File: src/rtl/iso_pkg.sv
`timescale 1ns/1ps
package iso_pkg;

  typedef enum logic [1:0] {
    TK_NONE = 2'b00,
    TK_IN   = 2'b01,
    TK_SOF  = 2'b10,
    TK_RSVD = 2'b11
  } tok_kind_e;

  typedef enum logic [2:0] {
    ST_IDLE,
    ST_PID,
    ST_DATA,
    ST_CRC_LO,
    ST_CRC_HI
  } tx_state_e;

  localparam logic [7:0]  PID_DATA0   = 8'hC3;
  localparam logic [15:0] CRC16_SEED  = 16'hFFFF;
  localparam logic [15:0] CRC16_RPOLY = 16'hA001;  // reflected x^16+x^15+x^2+1

  // One byte of the bus CRC16, least significant bit first.
  function automatic logic [15:0] crc16_step(input logic [15:0] crc_in,
                                             input logic [7:0]  din);
    logic [15:0] c;
    c = crc_in ^ {8'h00, din};
    for (int i = 0; i < 8; i++) begin
      c = c[0] ? ((c >> 1) ^ CRC16_RPOLY) : (c >> 1);
    end
    return c;
  endfunction

endpackage

File: src/rtl/iso_crc16.sv
`timescale 1ns/1ps
module iso_crc16
  import iso_pkg::*;
(
  input  logic        clk,
  input  logic        rst_n,
  input  logic        clear,
  input  logic        en,
  input  logic [7:0]  din,
  output logic [15:0] crc_out
);

  logic [15:0] crc_q;
  logic [15:0] crc_d;

  always_comb begin
    crc_d = crc_q;
    if (clear) begin
      crc_d = CRC16_SEED;
    end else if (en) begin
      crc_d = crc16_step(crc_q, din);
    end
  end

  always_ff @(posedge clk or negedge rst_n) begin
    if (!rst_n) begin
      crc_q <= CRC16_SEED;
    end else begin
      crc_q <= crc_d;
    end
  end

  // Transmitted value is the complemented remainder.
  assign crc_out = ~crc_q;

endmodule

File: src/rtl/iso_pp_buffer.sv
`timescale 1ns/1ps
module iso_pp_buffer #(
  parameter int DEPTH = 64,
  parameter int PTR_W = 6,
  parameter int LEN_W = 7
) (
  input  logic             clk,
  input  logic             rst_n,
  input  logic             wr_en,
  input  logic [7:0]       wr_byte,
  input  logic             wr_commit,
  input  logic             swap,
  input  logic             mark_sent,
  input  logic [PTR_W-1:0] rd_ptr,
  output logic [7:0]       rd_byte,
  output logic [LEN_W-1:0] x_len,
  output logic             x_ready,
  output logic             underrun
);

  logic                  x_sel_q;
  logic                  x_sel_d;
  logic                  under_q;
  logic                  under_d;
  logic [1:0][7:0]       bank_rd;
  logic [1:0][LEN_W-1:0] bank_len;
  logic [1:0]            bank_set;
  logic [1:0]            bank_sent;

  generate
    for (genvar b = 0; b < 2; b++) begin : g_bank
      logic [7:0]       store [DEPTH];
      logic [LEN_W-1:0] len_q;
      logic [LEN_W-1:0] len_d;
      logic             set_q;
      logic             set_d;
      logic             sent_q;
      logic             sent_d;
      logic             is_x;
      logic             wr_take;

      always_comb begin
        is_x    = (x_sel_q == 1'(b));
        wr_take = !is_x && wr_en && !set_q && (len_q < LEN_W'(DEPTH));
        len_d   = len_q;
        set_d   = set_q;
        sent_d  = sent_q;
        if (wr_take) begin
          len_d = len_q + 1'b1;
        end
        if (!is_x && wr_commit) begin
          set_d = 1'b1;
        end
        if (is_x && mark_sent) begin
          sent_d = 1'b1;
        end
        if (swap && is_x) begin
          len_d  = '0;
          set_d  = 1'b0;
          sent_d = 1'b0;
        end
      end

      always_ff @(posedge clk or negedge rst_n) begin
        if (!rst_n) begin
          len_q  <= '0;
          set_q  <= 1'b0;
          sent_q <= 1'b0;
        end else begin
          len_q  <= len_d;
          set_q  <= set_d;
          sent_q <= sent_d;
        end
      end

      // Payload storage carries no reset.
      always_ff @(posedge clk) begin
        if (wr_take) begin
          store[len_q[PTR_W-1:0]] <= wr_byte;
        end
      end

      assign bank_rd[b]   = store[rd_ptr];
      assign bank_len[b]  = len_q;
      assign bank_set[b]  = set_q;
      assign bank_sent[b] = sent_q;
    end
  endgenerate

  always_comb begin
    x_sel_d = swap ? ~x_sel_q : x_sel_q;
    under_d = swap && bank_set[x_sel_q] && !bank_sent[x_sel_q];
  end

  always_ff @(posedge clk or negedge rst_n) begin
    if (!rst_n) begin
      x_sel_q <= 1'b1;   // bank A starts in the next-frame role
      under_q <= 1'b0;
    end else begin
      x_sel_q <= x_sel_d;
      under_q <= under_d;
    end
  end

  assign rd_byte  = bank_rd[x_sel_q];
  assign x_len    = bank_len[x_sel_q];
  assign x_ready  = bank_set[x_sel_q];
  assign underrun = under_q;

endmodule

File: src/rtl/iso_tx_fsm.sv
`timescale 1ns/1ps
module iso_tx_fsm
  import iso_pkg::*;
#(
  parameter int ADDR_W = 7,
  parameter int EP_W   = 4,
  parameter int PTR_W  = 6,
  parameter int LEN_W  = 7
) (
  input  logic              clk,
  input  logic              rst_n,
  input  logic              tok_valid,
  input  logic [1:0]        tok_kind,
  input  logic [ADDR_W-1:0] tok_addr,
  input  logic [EP_W-1:0]   tok_ep,
  input  logic              tok_err,
  input  logic [ADDR_W-1:0] cfg_addr,
  input  logic [EP_W-1:0]   cfg_ep,
  input  logic              cfg_iso_in,
  input  logic              x_ready,
  input  logic [LEN_W-1:0]  x_len,
  input  logic [7:0]        rd_byte,
  input  logic [15:0]       crc_val,
  input  logic              tx_ready,
  output logic              tx_valid,
  output logic [7:0]        tx_data,
  output logic              tx_last,
  output logic [PTR_W-1:0]  rd_ptr,
  output logic              crc_clear,
  output logic              crc_en,
  output logic              mark_sent,
  output logic              swap
);

  tx_state_e        st_q;
  tx_state_e        st_d;
  logic [PTR_W-1:0] ptr_q;
  logic [PTR_W-1:0] ptr_d;
  logic [LEN_W-1:0] cnt_q;
  logic [LEN_W-1:0] cnt_d;
  logic             full_q;
  logic             full_d;
  logic             idle;
  logic             tok_in;
  logic             tok_sof;
  logic             hit;
  logic             beat;

  always_comb begin
    idle    = (st_q == ST_IDLE);
    tok_in  = tok_valid && (tok_kind_e'(tok_kind) == TK_IN);
    tok_sof = tok_valid && (tok_kind_e'(tok_kind) == TK_SOF);
    hit     = idle && tok_in && !tok_err && cfg_iso_in &&
              (tok_addr == cfg_addr) && (tok_ep == cfg_ep);

    tx_valid = !idle;
    tx_last  = (st_q == ST_CRC_HI);
    case (st_q)
      ST_PID:    tx_data = PID_DATA0;
      ST_DATA:   tx_data = rd_byte;
      ST_CRC_LO: tx_data = crc_val[7:0];
      ST_CRC_HI: tx_data = crc_val[15:8];
      default:   tx_data = 8'h00;
    endcase
    beat = tx_valid && tx_ready;
  end

  always_comb begin
    st_d      = st_q;
    ptr_d     = ptr_q;
    cnt_d     = cnt_q;
    full_d    = full_q;
    crc_clear = 1'b0;
    crc_en    = 1'b0;
    mark_sent = 1'b0;
    swap      = idle && tok_sof;
    case (st_q)
      ST_IDLE: begin
        if (hit) begin
          st_d      = ST_PID;
          ptr_d     = '0;
          cnt_d     = x_ready ? x_len : '0;
          full_d    = x_ready;
          crc_clear = 1'b1;
        end
      end
      ST_PID: begin
        if (beat) begin
          st_d = (cnt_q != '0) ? ST_DATA : ST_CRC_LO;
        end
      end
      ST_DATA: begin
        if (beat) begin
          crc_en = 1'b1;
          ptr_d  = ptr_q + 1'b1;
          if ((LEN_W'(ptr_q) + 1'b1) == cnt_q) begin
            st_d = ST_CRC_LO;
          end
        end
      end
      ST_CRC_LO: begin
        if (beat) begin
          st_d = ST_CRC_HI;
        end
      end
      ST_CRC_HI: begin
        if (beat) begin
          st_d      = ST_IDLE;
          mark_sent = full_q;
        end
      end
      default: st_d = ST_IDLE;
    endcase
  end

  always_ff @(posedge clk or negedge rst_n) begin
    if (!rst_n) begin
      st_q   <= ST_IDLE;
      ptr_q  <= '0;
      cnt_q  <= '0;
      full_q <= 1'b0;
    end else begin
      st_q   <= st_d;
      ptr_q  <= ptr_d;
      cnt_q  <= cnt_d;
      full_q <= full_d;
    end
  end

  assign rd_ptr = ptr_q;

endmodule

File: src/rtl/iso_in_ep.sv
`timescale 1ns/1ps
module iso_in_ep #(
  parameter int ADDR_W = 7,
  parameter int EP_W   = 4,
  parameter int DEPTH  = 64
) (
  input  logic              clk,
  input  logic              rst_n,
  input  logic [ADDR_W-1:0] cfg_addr,
  input  logic [EP_W-1:0]   cfg_ep,
  input  logic              cfg_iso_in,
  input  logic              wr_valid,
  input  logic [7:0]        wr_byte,
  input  logic              wr_commit,
  input  logic              tok_valid,
  input  logic [1:0]        tok_kind,
  input  logic [ADDR_W-1:0] tok_addr,
  input  logic [EP_W-1:0]   tok_ep,
  input  logic              tok_err,
  input  logic              tx_ready,
  output logic              tx_valid,
  output logic [7:0]        tx_data,
  output logic              tx_last,
  output logic              underrun
);

  localparam int PTR_W = (DEPTH > 1) ? $clog2(DEPTH) : 1;
  localparam int LEN_W = $clog2(DEPTH + 1);

  logic             rst_meta_n;
  logic             rst_sync_n;
  logic [PTR_W-1:0] rd_ptr;
  logic [7:0]       rd_byte;
  logic [LEN_W-1:0] x_len;
  logic             x_ready;
  logic [15:0]      crc_val;
  logic             crc_clear;
  logic             crc_en;
  logic             mark_sent;
  logic             swap;

  // Asynchronous assertion, synchronous release.
  always_ff @(posedge clk or negedge rst_n) begin
    if (!rst_n) begin
      rst_meta_n <= 1'b0;
      rst_sync_n <= 1'b0;
    end else begin
      rst_meta_n <= 1'b1;
      rst_sync_n <= rst_meta_n;
    end
  end

  iso_pp_buffer #(
    .DEPTH (DEPTH),
    .PTR_W (PTR_W),
    .LEN_W (LEN_W)
  ) u_buf (
    .clk       (clk),
    .rst_n     (rst_sync_n),
    .wr_en     (wr_valid),
    .wr_byte   (wr_byte),
    .wr_commit (wr_commit),
    .swap      (swap),
    .mark_sent (mark_sent),
    .rd_ptr    (rd_ptr),
    .rd_byte   (rd_byte),
    .x_len     (x_len),
    .x_ready   (x_ready),
    .underrun  (underrun)
  );

  iso_crc16 u_crc (
    .clk     (clk),
    .rst_n   (rst_sync_n),
    .clear   (crc_clear),
    .en      (crc_en),
    .din     (rd_byte),
    .crc_out (crc_val)
  );

  iso_tx_fsm #(
    .ADDR_W (ADDR_W),
    .EP_W   (EP_W),
    .PTR_W  (PTR_W),
    .LEN_W  (LEN_W)
  ) u_fsm (
    .clk        (clk),
    .rst_n      (rst_sync_n),
    .tok_valid  (tok_valid),
    .tok_kind   (tok_kind),
    .tok_addr   (tok_addr),
    .tok_ep     (tok_ep),
    .tok_err    (tok_err),
    .cfg_addr   (cfg_addr),
    .cfg_ep     (cfg_ep),
    .cfg_iso_in (cfg_iso_in),
    .x_ready    (x_ready),
    .x_len      (x_len),
    .rd_byte    (rd_byte),
    .crc_val    (crc_val),
    .tx_ready   (tx_ready),
    .tx_valid   (tx_valid),
    .tx_data    (tx_data),
    .tx_last    (tx_last),
    .rd_ptr     (rd_ptr),
    .crc_clear  (crc_clear),
    .crc_en     (crc_en),
    .mark_sent  (mark_sent),
    .swap       (swap)
  );

endmodule

File: config.mk
export PLATFORM = sky130hd
export DESIGN_NAME = iso_in_ep
export DESIGN_NICKNAME = d
export VERILOG_FILES = /design/src/rtl/iso_pkg.sv /design/src/rtl/iso_crc16.sv /design/src/rtl/iso_pp_buffer.sv /design/src/rtl/iso_tx_fsm.sv /design/src/rtl/iso_in_ep.sv
export SDC_FILE = /design/constraint.sdc
export NUM_CORES = 1
export LEC_CHECK = 0
export BUFFER_PORTS_ARGS = -buffer_cell sky130_fd_sc_hd__buf_2
export CAP_MARGIN = 15
export CORE_MARGIN = 5
export CORE_UTILIZATION = 44
export CTS_BUF_LIST = sky130_fd_sc_hd__clkbuf_8 sky130_fd_sc_hd__clkbuf_16
export DETAILED_ROUTE_END_ITERATION = 10
export GPL_ROUTABILITY_DRIVEN = 0
export SYNTH_ARGS = -nofsm -noshare
export SYNTH_HDL_FRONTEND = slang
export SYNTH_SLANG_ARGS = --single-unit
File: constraint.sdc
create_clock -name clk -period 5.1 [get_ports clk]
set_input_delay 0.51 -clock clk [delete_from_list [all_inputs] [get_ports clk]]
set_output_delay 0.51 -clock clk [all_outputs]
set_load 0.05 [all_outputs]
; ---- Word level (Yosys, flattened, before mapping)
; Memory sizes are Yosys's and may differ from the RTL's.
; Index checks and enable logic that the tools add are counted.
[word_totals]
reg_bits = 55
ramBits = 1024
in_bits = 40
output_inout_bits = 11
n_memories = 2
[mem_list]
columns = memory, words, width, rd, rd_ports_with_merged_regs, wr, line
row1 = u_buf.g_bank[0].store, 64, 8, 1, 0, 1, iso_pp_buffer.sv:32  ; logic [7:0] store [DEPTH];
row2 = u_buf.g_bank[1].store, 64, 8, 1, 0, 1, iso_pp_buffer.sv:32
[classes]
n_addsub = 4
n_lt_le_gt_ge = 3
eq_ne = 15
muxes = 53
bitwise = 11
n_reduce_logical = 42
[ops]
columns = operator, count
row1 = 16-bit 2-to-1 mux, 10
row2 = 7-bit 2-to-1 mux, 7
row3 = 8-bit case mux with 4 select lines, 1
row4 = 2-bit NOT with 3-bit output, 8
row5 = 1-bit logical AND, 23
row6 = 1-bit 2-to-1 mux, 23
row7 = 3-bit 2-to-1 mux, 6
row8 = 8-bit 2-to-1 mux, 2
row9 = 16-bit NOT, 1
row10 = 2-bit nonzero test, 8
row11 = 16-bit by 8-bit XOR with 16-bit output, 1
row12 = 3-bit case mux with 5 select lines, 1
row13 = 7-bit by 1-bit adder with 7-bit output (second input constant), 2
row14 = 7-bit equality test, 2
row15 = 7-bit less-than comparator (second input constant), 2
row16 = 6-bit 2-to-1 mux, 2
row17 = 6-bit case mux with 2 select lines, 1
row18 = 2-bit by 1-bit inequality test with 1-bit output (second input constant), 5
row19 = 6-bit by 1-bit adder with 7-bit output (second input constant), 1
row20 = 7-bit nonzero test, 1
row21 = 6-bit by 1-bit adder with 6-bit output (second input constant), 1
row22 = 3-bit by 2-bit equality test with 1-bit output (second input constant), 2
row23 = 1-bit zero test, 6
row24 = 6-bit AND reduction, 1
row25 = 11 further kinds, 11

; ---- Logic depth before layout (Yosys ltp)
; An unclocked memory read counts as a cell.
[logic_depth]
depth_word = 22
mapped_depth = 17
mapped_depth_nobuf = 10

; ---- Hierarchy
; A second synthesis with hierarchy kept.
[hier_totals]
hier_cells = 1993
hier_area_um2 = 42822.3
[modules_own_cells]
columns = mod, n_inst, cells_per_inst, area_each_um2, seq_area_each_um2
row1 = iso_pp_buffer, 1, 1733, 40545.1, 31251.2
row2 = iso_tx_fsm, 1, 160, 1292.5, 425.4
row3 = iso_crc16, 1, 97, 930.9, 420.4
row4 = iso_in_ep, 1, 3, 53.8, 50.0

; ---- Worst setup path before layout
; Ideal clock, no wire load.
[synth_timing]
path_kind = register to output
from = register u_fsm.ptr_q[1] (netlist: u_fsm.rd_ptr[1])
to = output port tx_data[6]
arrival_time_ns = 3.210
setup_slack_ns = 1.380
path_stages_with_launch = 14
path_cell_list = dfrtp_1 buf_4 buf_4 buf_4 buf_2 buf_2 mux2i_1 a221oi_1 o21ai_0 nor4_1 o31ai_2 nor2b_1 a21oi_1 o22ai_1
[synth_between]
elab_chain_cells = 4
[synth_rtl]
columns = item, line
row1 = "start, declared", iso_tx_fsm.sv:37  ; logic [PTR_W-1:0] ptr_q;
row2 = "start signal, assigned", iso_tx_fsm.sv:124  ; ptr_q <= ptr_d;
row3 = memory read 64 x 8 bit, -
row4 = 8-bit 2-to-1 mux (not written as such) (*) (2 in a row), iso_pp_buffer.sv:105  ; assign rd_byte = bank_rd[x_sel_q];
row5 = 8-bit case mux with 4 select lines (*), iso_tx_fsm.sv:58  ; case (st_q)
row6 = "end, declared", iso_in_ep.sv:22  ; output logic [7:0] tx_data,
; Mark *: on every way between the ends. The rest lies on a longest branch, timed or not. The select of a mux whose other input is x is not followed.

; ---- Worst setup path after layout
[layout_timing]
from = register u_fsm.ptr_q[0] (netlist: u_fsm.rd_ptr[0])
to = output port tx_data[6]
; The elaborated chain is that of the path after synthesis.

==> run metrics <==
Initial DRC Count 2791; antenna violations before repair 0; GR Util met3 0.0445; I/O pin count 51; critical path capture point type output port; clock-pin transition on the worst setup and hold timing paths 0.06 ns; number of warnings issued by yosys 0; design area ~50000 µm²; Post-Route Setup TNS 0 ns; global-route wire length before repair 164000 µm; maximum fanout encountered on the critical timing path 19; area share of the leading cell type in the synthesized netlist 0.705; Remaining Overflow, GRT 0; count of cell types in the netlist 80; leading cell types in the layout, fill and taps excluded edfxtp_1, nor2_1, mux4_2; critical path class flop to output port; area of placed instances 45600 µm²; global-route total usage across every layer 0.211; portion of total power attributed to combinational logic 0.321; Die Area roughly 110000 µm²; die extent in x 325 µm; post-synthesis instance area between 40000 and 50000 µm²; number of detailed-routing iterations run before antenna repair 5; ranking of synthesized cells by area edfxtp_1, mux4_2, mux2i_1; vias per std cell 6.04; # nets final 2485; TritonCTS clock tree yes; leading cell type in the layout, fill and taps excluded edfxtp_1; logic depth of the worst register-to-register path 11; count of final hold-check violations 0; top flip-flop cell by instance count after synthesis edfxtp_1; Max Slew Vio Count 0; Cell Pwr Density 551 nW/µm²; max_slew headroom 0.253; Post-Synthesis Mean Instance Area 18.9 µm²; class of the tightest hold or removal check primary input to asynchronous set/reset pin; clock insertion delay at the later pin of the skew report 0.68 ns; initial core utilization 0.443; most used routing layer met2; fraction of synthesis flops using an asynchronous set or reset pin 0.0510; clk root buf clkbuf_16; number of global-route vias before repair about 23000; half-perimeter wire length of the detailed placement result 72600 µm; Tightest Pin Transition 1.12 ns; part of the Yosys area used for sequential elements 0.737; worst setup slack before clock tree synthesis approximately 0.37 ns; number of sinks handled by clock tree synthesis 1079; filler cell count in the final layout 7907; cell-internal power ~0.018 W; required time of the critical path around 4.6 ns; layout overhead on the synthesized area 13.0%; TritonCTS Buffers 107; maximum frequency from static timing analysis 0.203 GHz; core region area between 90000 and 100000 µm²; final clock period utilization by the worst path 0.965; ratio of cells with drive above 1 in the final layout 0.221; average detailed-routed wire length per instance roughly 30 µm; leakage power 16.1 nW; final count of negative-setup-slack endpoints 0; reported net switching power between 0.008 and 0.009 W; worst clock skew on the final layout 0.0289 ns; outcome complete, no violations; number of antenna repair diodes 0; overall via count from detail_route about 23000; global routing usage on met1 0.304; type of element launching the critical path flop; sequential power share 0.380; detailed-route wire length 113000 µm; WHS 0.146 ns; Max clock buf depth 3; data arrival time of the critical path 4.41 ns; largest net degree at the start of global routing 96; minimum clock period after layout 4.92 ns; largest voltage drop on the vdd net 0.570 mV; number of rows created at floorplan ~120; area leader, netlist edfxtp_1; remaining routing DRC violations 0; switching share of power 0.319; MaxCap Viol Count 0; number of H-tree branching levels 3; global routing met2 resource utilization 0.322; RSZ-0062 raised after global routing false; count of flip-flops with a built-in enable after synthesis between 1000 and 1500; DIE HEIGHT 325 µm; count of mapped cells out of synthesis 2304; count of antenna-violating nets left after detailed routing 0; net count after synthesis around 2300; Clock power frac 0.299; total of flip-flops plus latches after synthesis 1079; Final WS setup about 0.18 ns; PortBufs 50
[path summary, 6_finish.rpt]
kind                                                to                   startpoint  slack, ns
setup reg to reg            u_crc.crc_q[0]$_DFFE_PN1P_  u_fsm.rd_ptr[0]$_DFFE_PN0P_       0.45
hold reg to reg                   rst_sync_n$_DFF_PN0_         rst_meta_n$_DFF_PN0_       0.35
setup / recovery                            tx_data[6]  u_fsm.rd_ptr[0]$_DFFE_PN0P_       0.18
min in group clk             u_fsm.st_q[2]$_DFFE_PN0P_                     tx_ready       0.15
max in group asynchronous  u_fsm.rd_ptr[1]$_DFFE_PN0P_         rst_sync_n$_DFF_PN0_       4.13
hold / removal                    rst_meta_n$_DFF_PN0_                        rst_n       0.15
[layer usage]
metal,wire [µm],part of all wire
met2,52100,0.46
met5,0,0
met4,4020,0.035
met3,10700,0.094
met1,46500,0.41
[power by group through the flow]
stage          combinational [W]  clock (W)  sequential, W
6_report                 0.00872    0.00810         0.0103
5_1_grt                  0.00917    0.00862         0.0103
4_1_cts                  0.00860    0.00823         0.0103
3_5_place_dp             0.00857          0         0.0105
3_3_place_gp             0.00855          0         0.0105
2_1_floorplan            0.00607          0         0.0102
[through the flow]
stage | cells | util | total power, W
2_1_floorplan | 2304 | - | 0.0163
6_report | 3817 | 0.501 | 0.0271
3_3_place_gp | 3617 | 0.463 | 0.0191
3_5_place_dp | 3617 | 0.463 | 0.0191
4_1_cts | 3815 | 0.500 | 0.0272
5_1_grt | 3817 | 0.501 | 0.0281
[registers in the layout, summed over array words and instances (netlist names)]
name and flops:
u_buf.g_bank.is_x 1, u_crc.crc_q 16, u_fsm.cnt_q 7, u_buf.g_bank.sent_q 2, rst_meta_n 1, u_buf.g_bank.set_q 2, u_buf.underrun 1, u_fsm.full_q 1
rst_sync_n 1, u_fsm.rd_ptr 6, u_buf.g_bank.store 1024, u_fsm.st_q 3, u_buf.g_bank.len_q 14
[critical path, cell delays in order (launching register included)]
cell and delay (ns):
dfrtp_4 0.70, buf_12 0.27, buf_4 0.23, nor2b_1 0.09, buf_4 0.20, a221oi_1 0.57
o21ai_0 0.15, nor4_1 0.45, buf_4 0.23, o31ai_4 0.12, nor2b_1 0.14, a21oi_1 0.06
o22ai_1 0.19, buf_2 0.29
[layout make-up]
type | instances | area (µm²) | share of cell area
clock inverter | 89 | 927 | 0.0188
clock buffer | 108 | 2700 | 0.0549
timing repair buffer | 158 | 1250 | 0.0254
tap | 1287 | 1610 | 0.0327
sequential | 1079 | 32200 | 0.653
multi-input combinational | 1083 | 10600 | 0.214
inverter | 13 | 53.8 | 0.00109
[kinds of logic (layout without fill, tap and decap cells)]
family                   after synthesis  in the layout  synth area share
flip-flops                          1079           1079             0.737
AND/OR/NAND/NOR                      408            408            0.0424
multiplexers                         356            356             0.142
AO/OA/AOI/OAI                        261            261            0.0437
buffers and inverters                142            368            0.0211
XOR/XNOR                              54             54            0.0124
adder cells (fa/ha/maj)                3              3          0.000861
other                                  1              1         0.0000860
[synthesized netlist by cell type, drive strengths merged (4+ instances only)]
cell and n:
edfxtp 1024, mux4 198, nor2 182, mux2i 130
nand2 105, buf 78, clkbuf 50, a21oi 38
dfrtp 38, a22oi 36, o21ai 36, o22ai 29
mux2 28, xnor2 28, nand3 24, xor2 23
o221ai 21, dfstp 17, nor2b 15, a22o 13
and2 12, a211oi 11, inv 11, nor3 11
o22a 11, o211ai 10, nand3b 9, nand4 9
nor4 9, a221o 8, a221oi 8, o31ai 7
a31oi 6, nand2b 6, a2111oi 5, a211o 5
or3 5, nand4b 4, o21a 4, or3b 4
[repair_timing]
item / in CTS / in global routing
pin swaps: 0 / 0
gates resized for setup: 2 / 3
endpoints found under the hold margin: 2 / 0
endpoints found under the setup margin: 1 / 5
hold buffers: 1 / 0
setup buffers: 0 / 2
No activity file was read; power rests on OpenSTA's default activity.
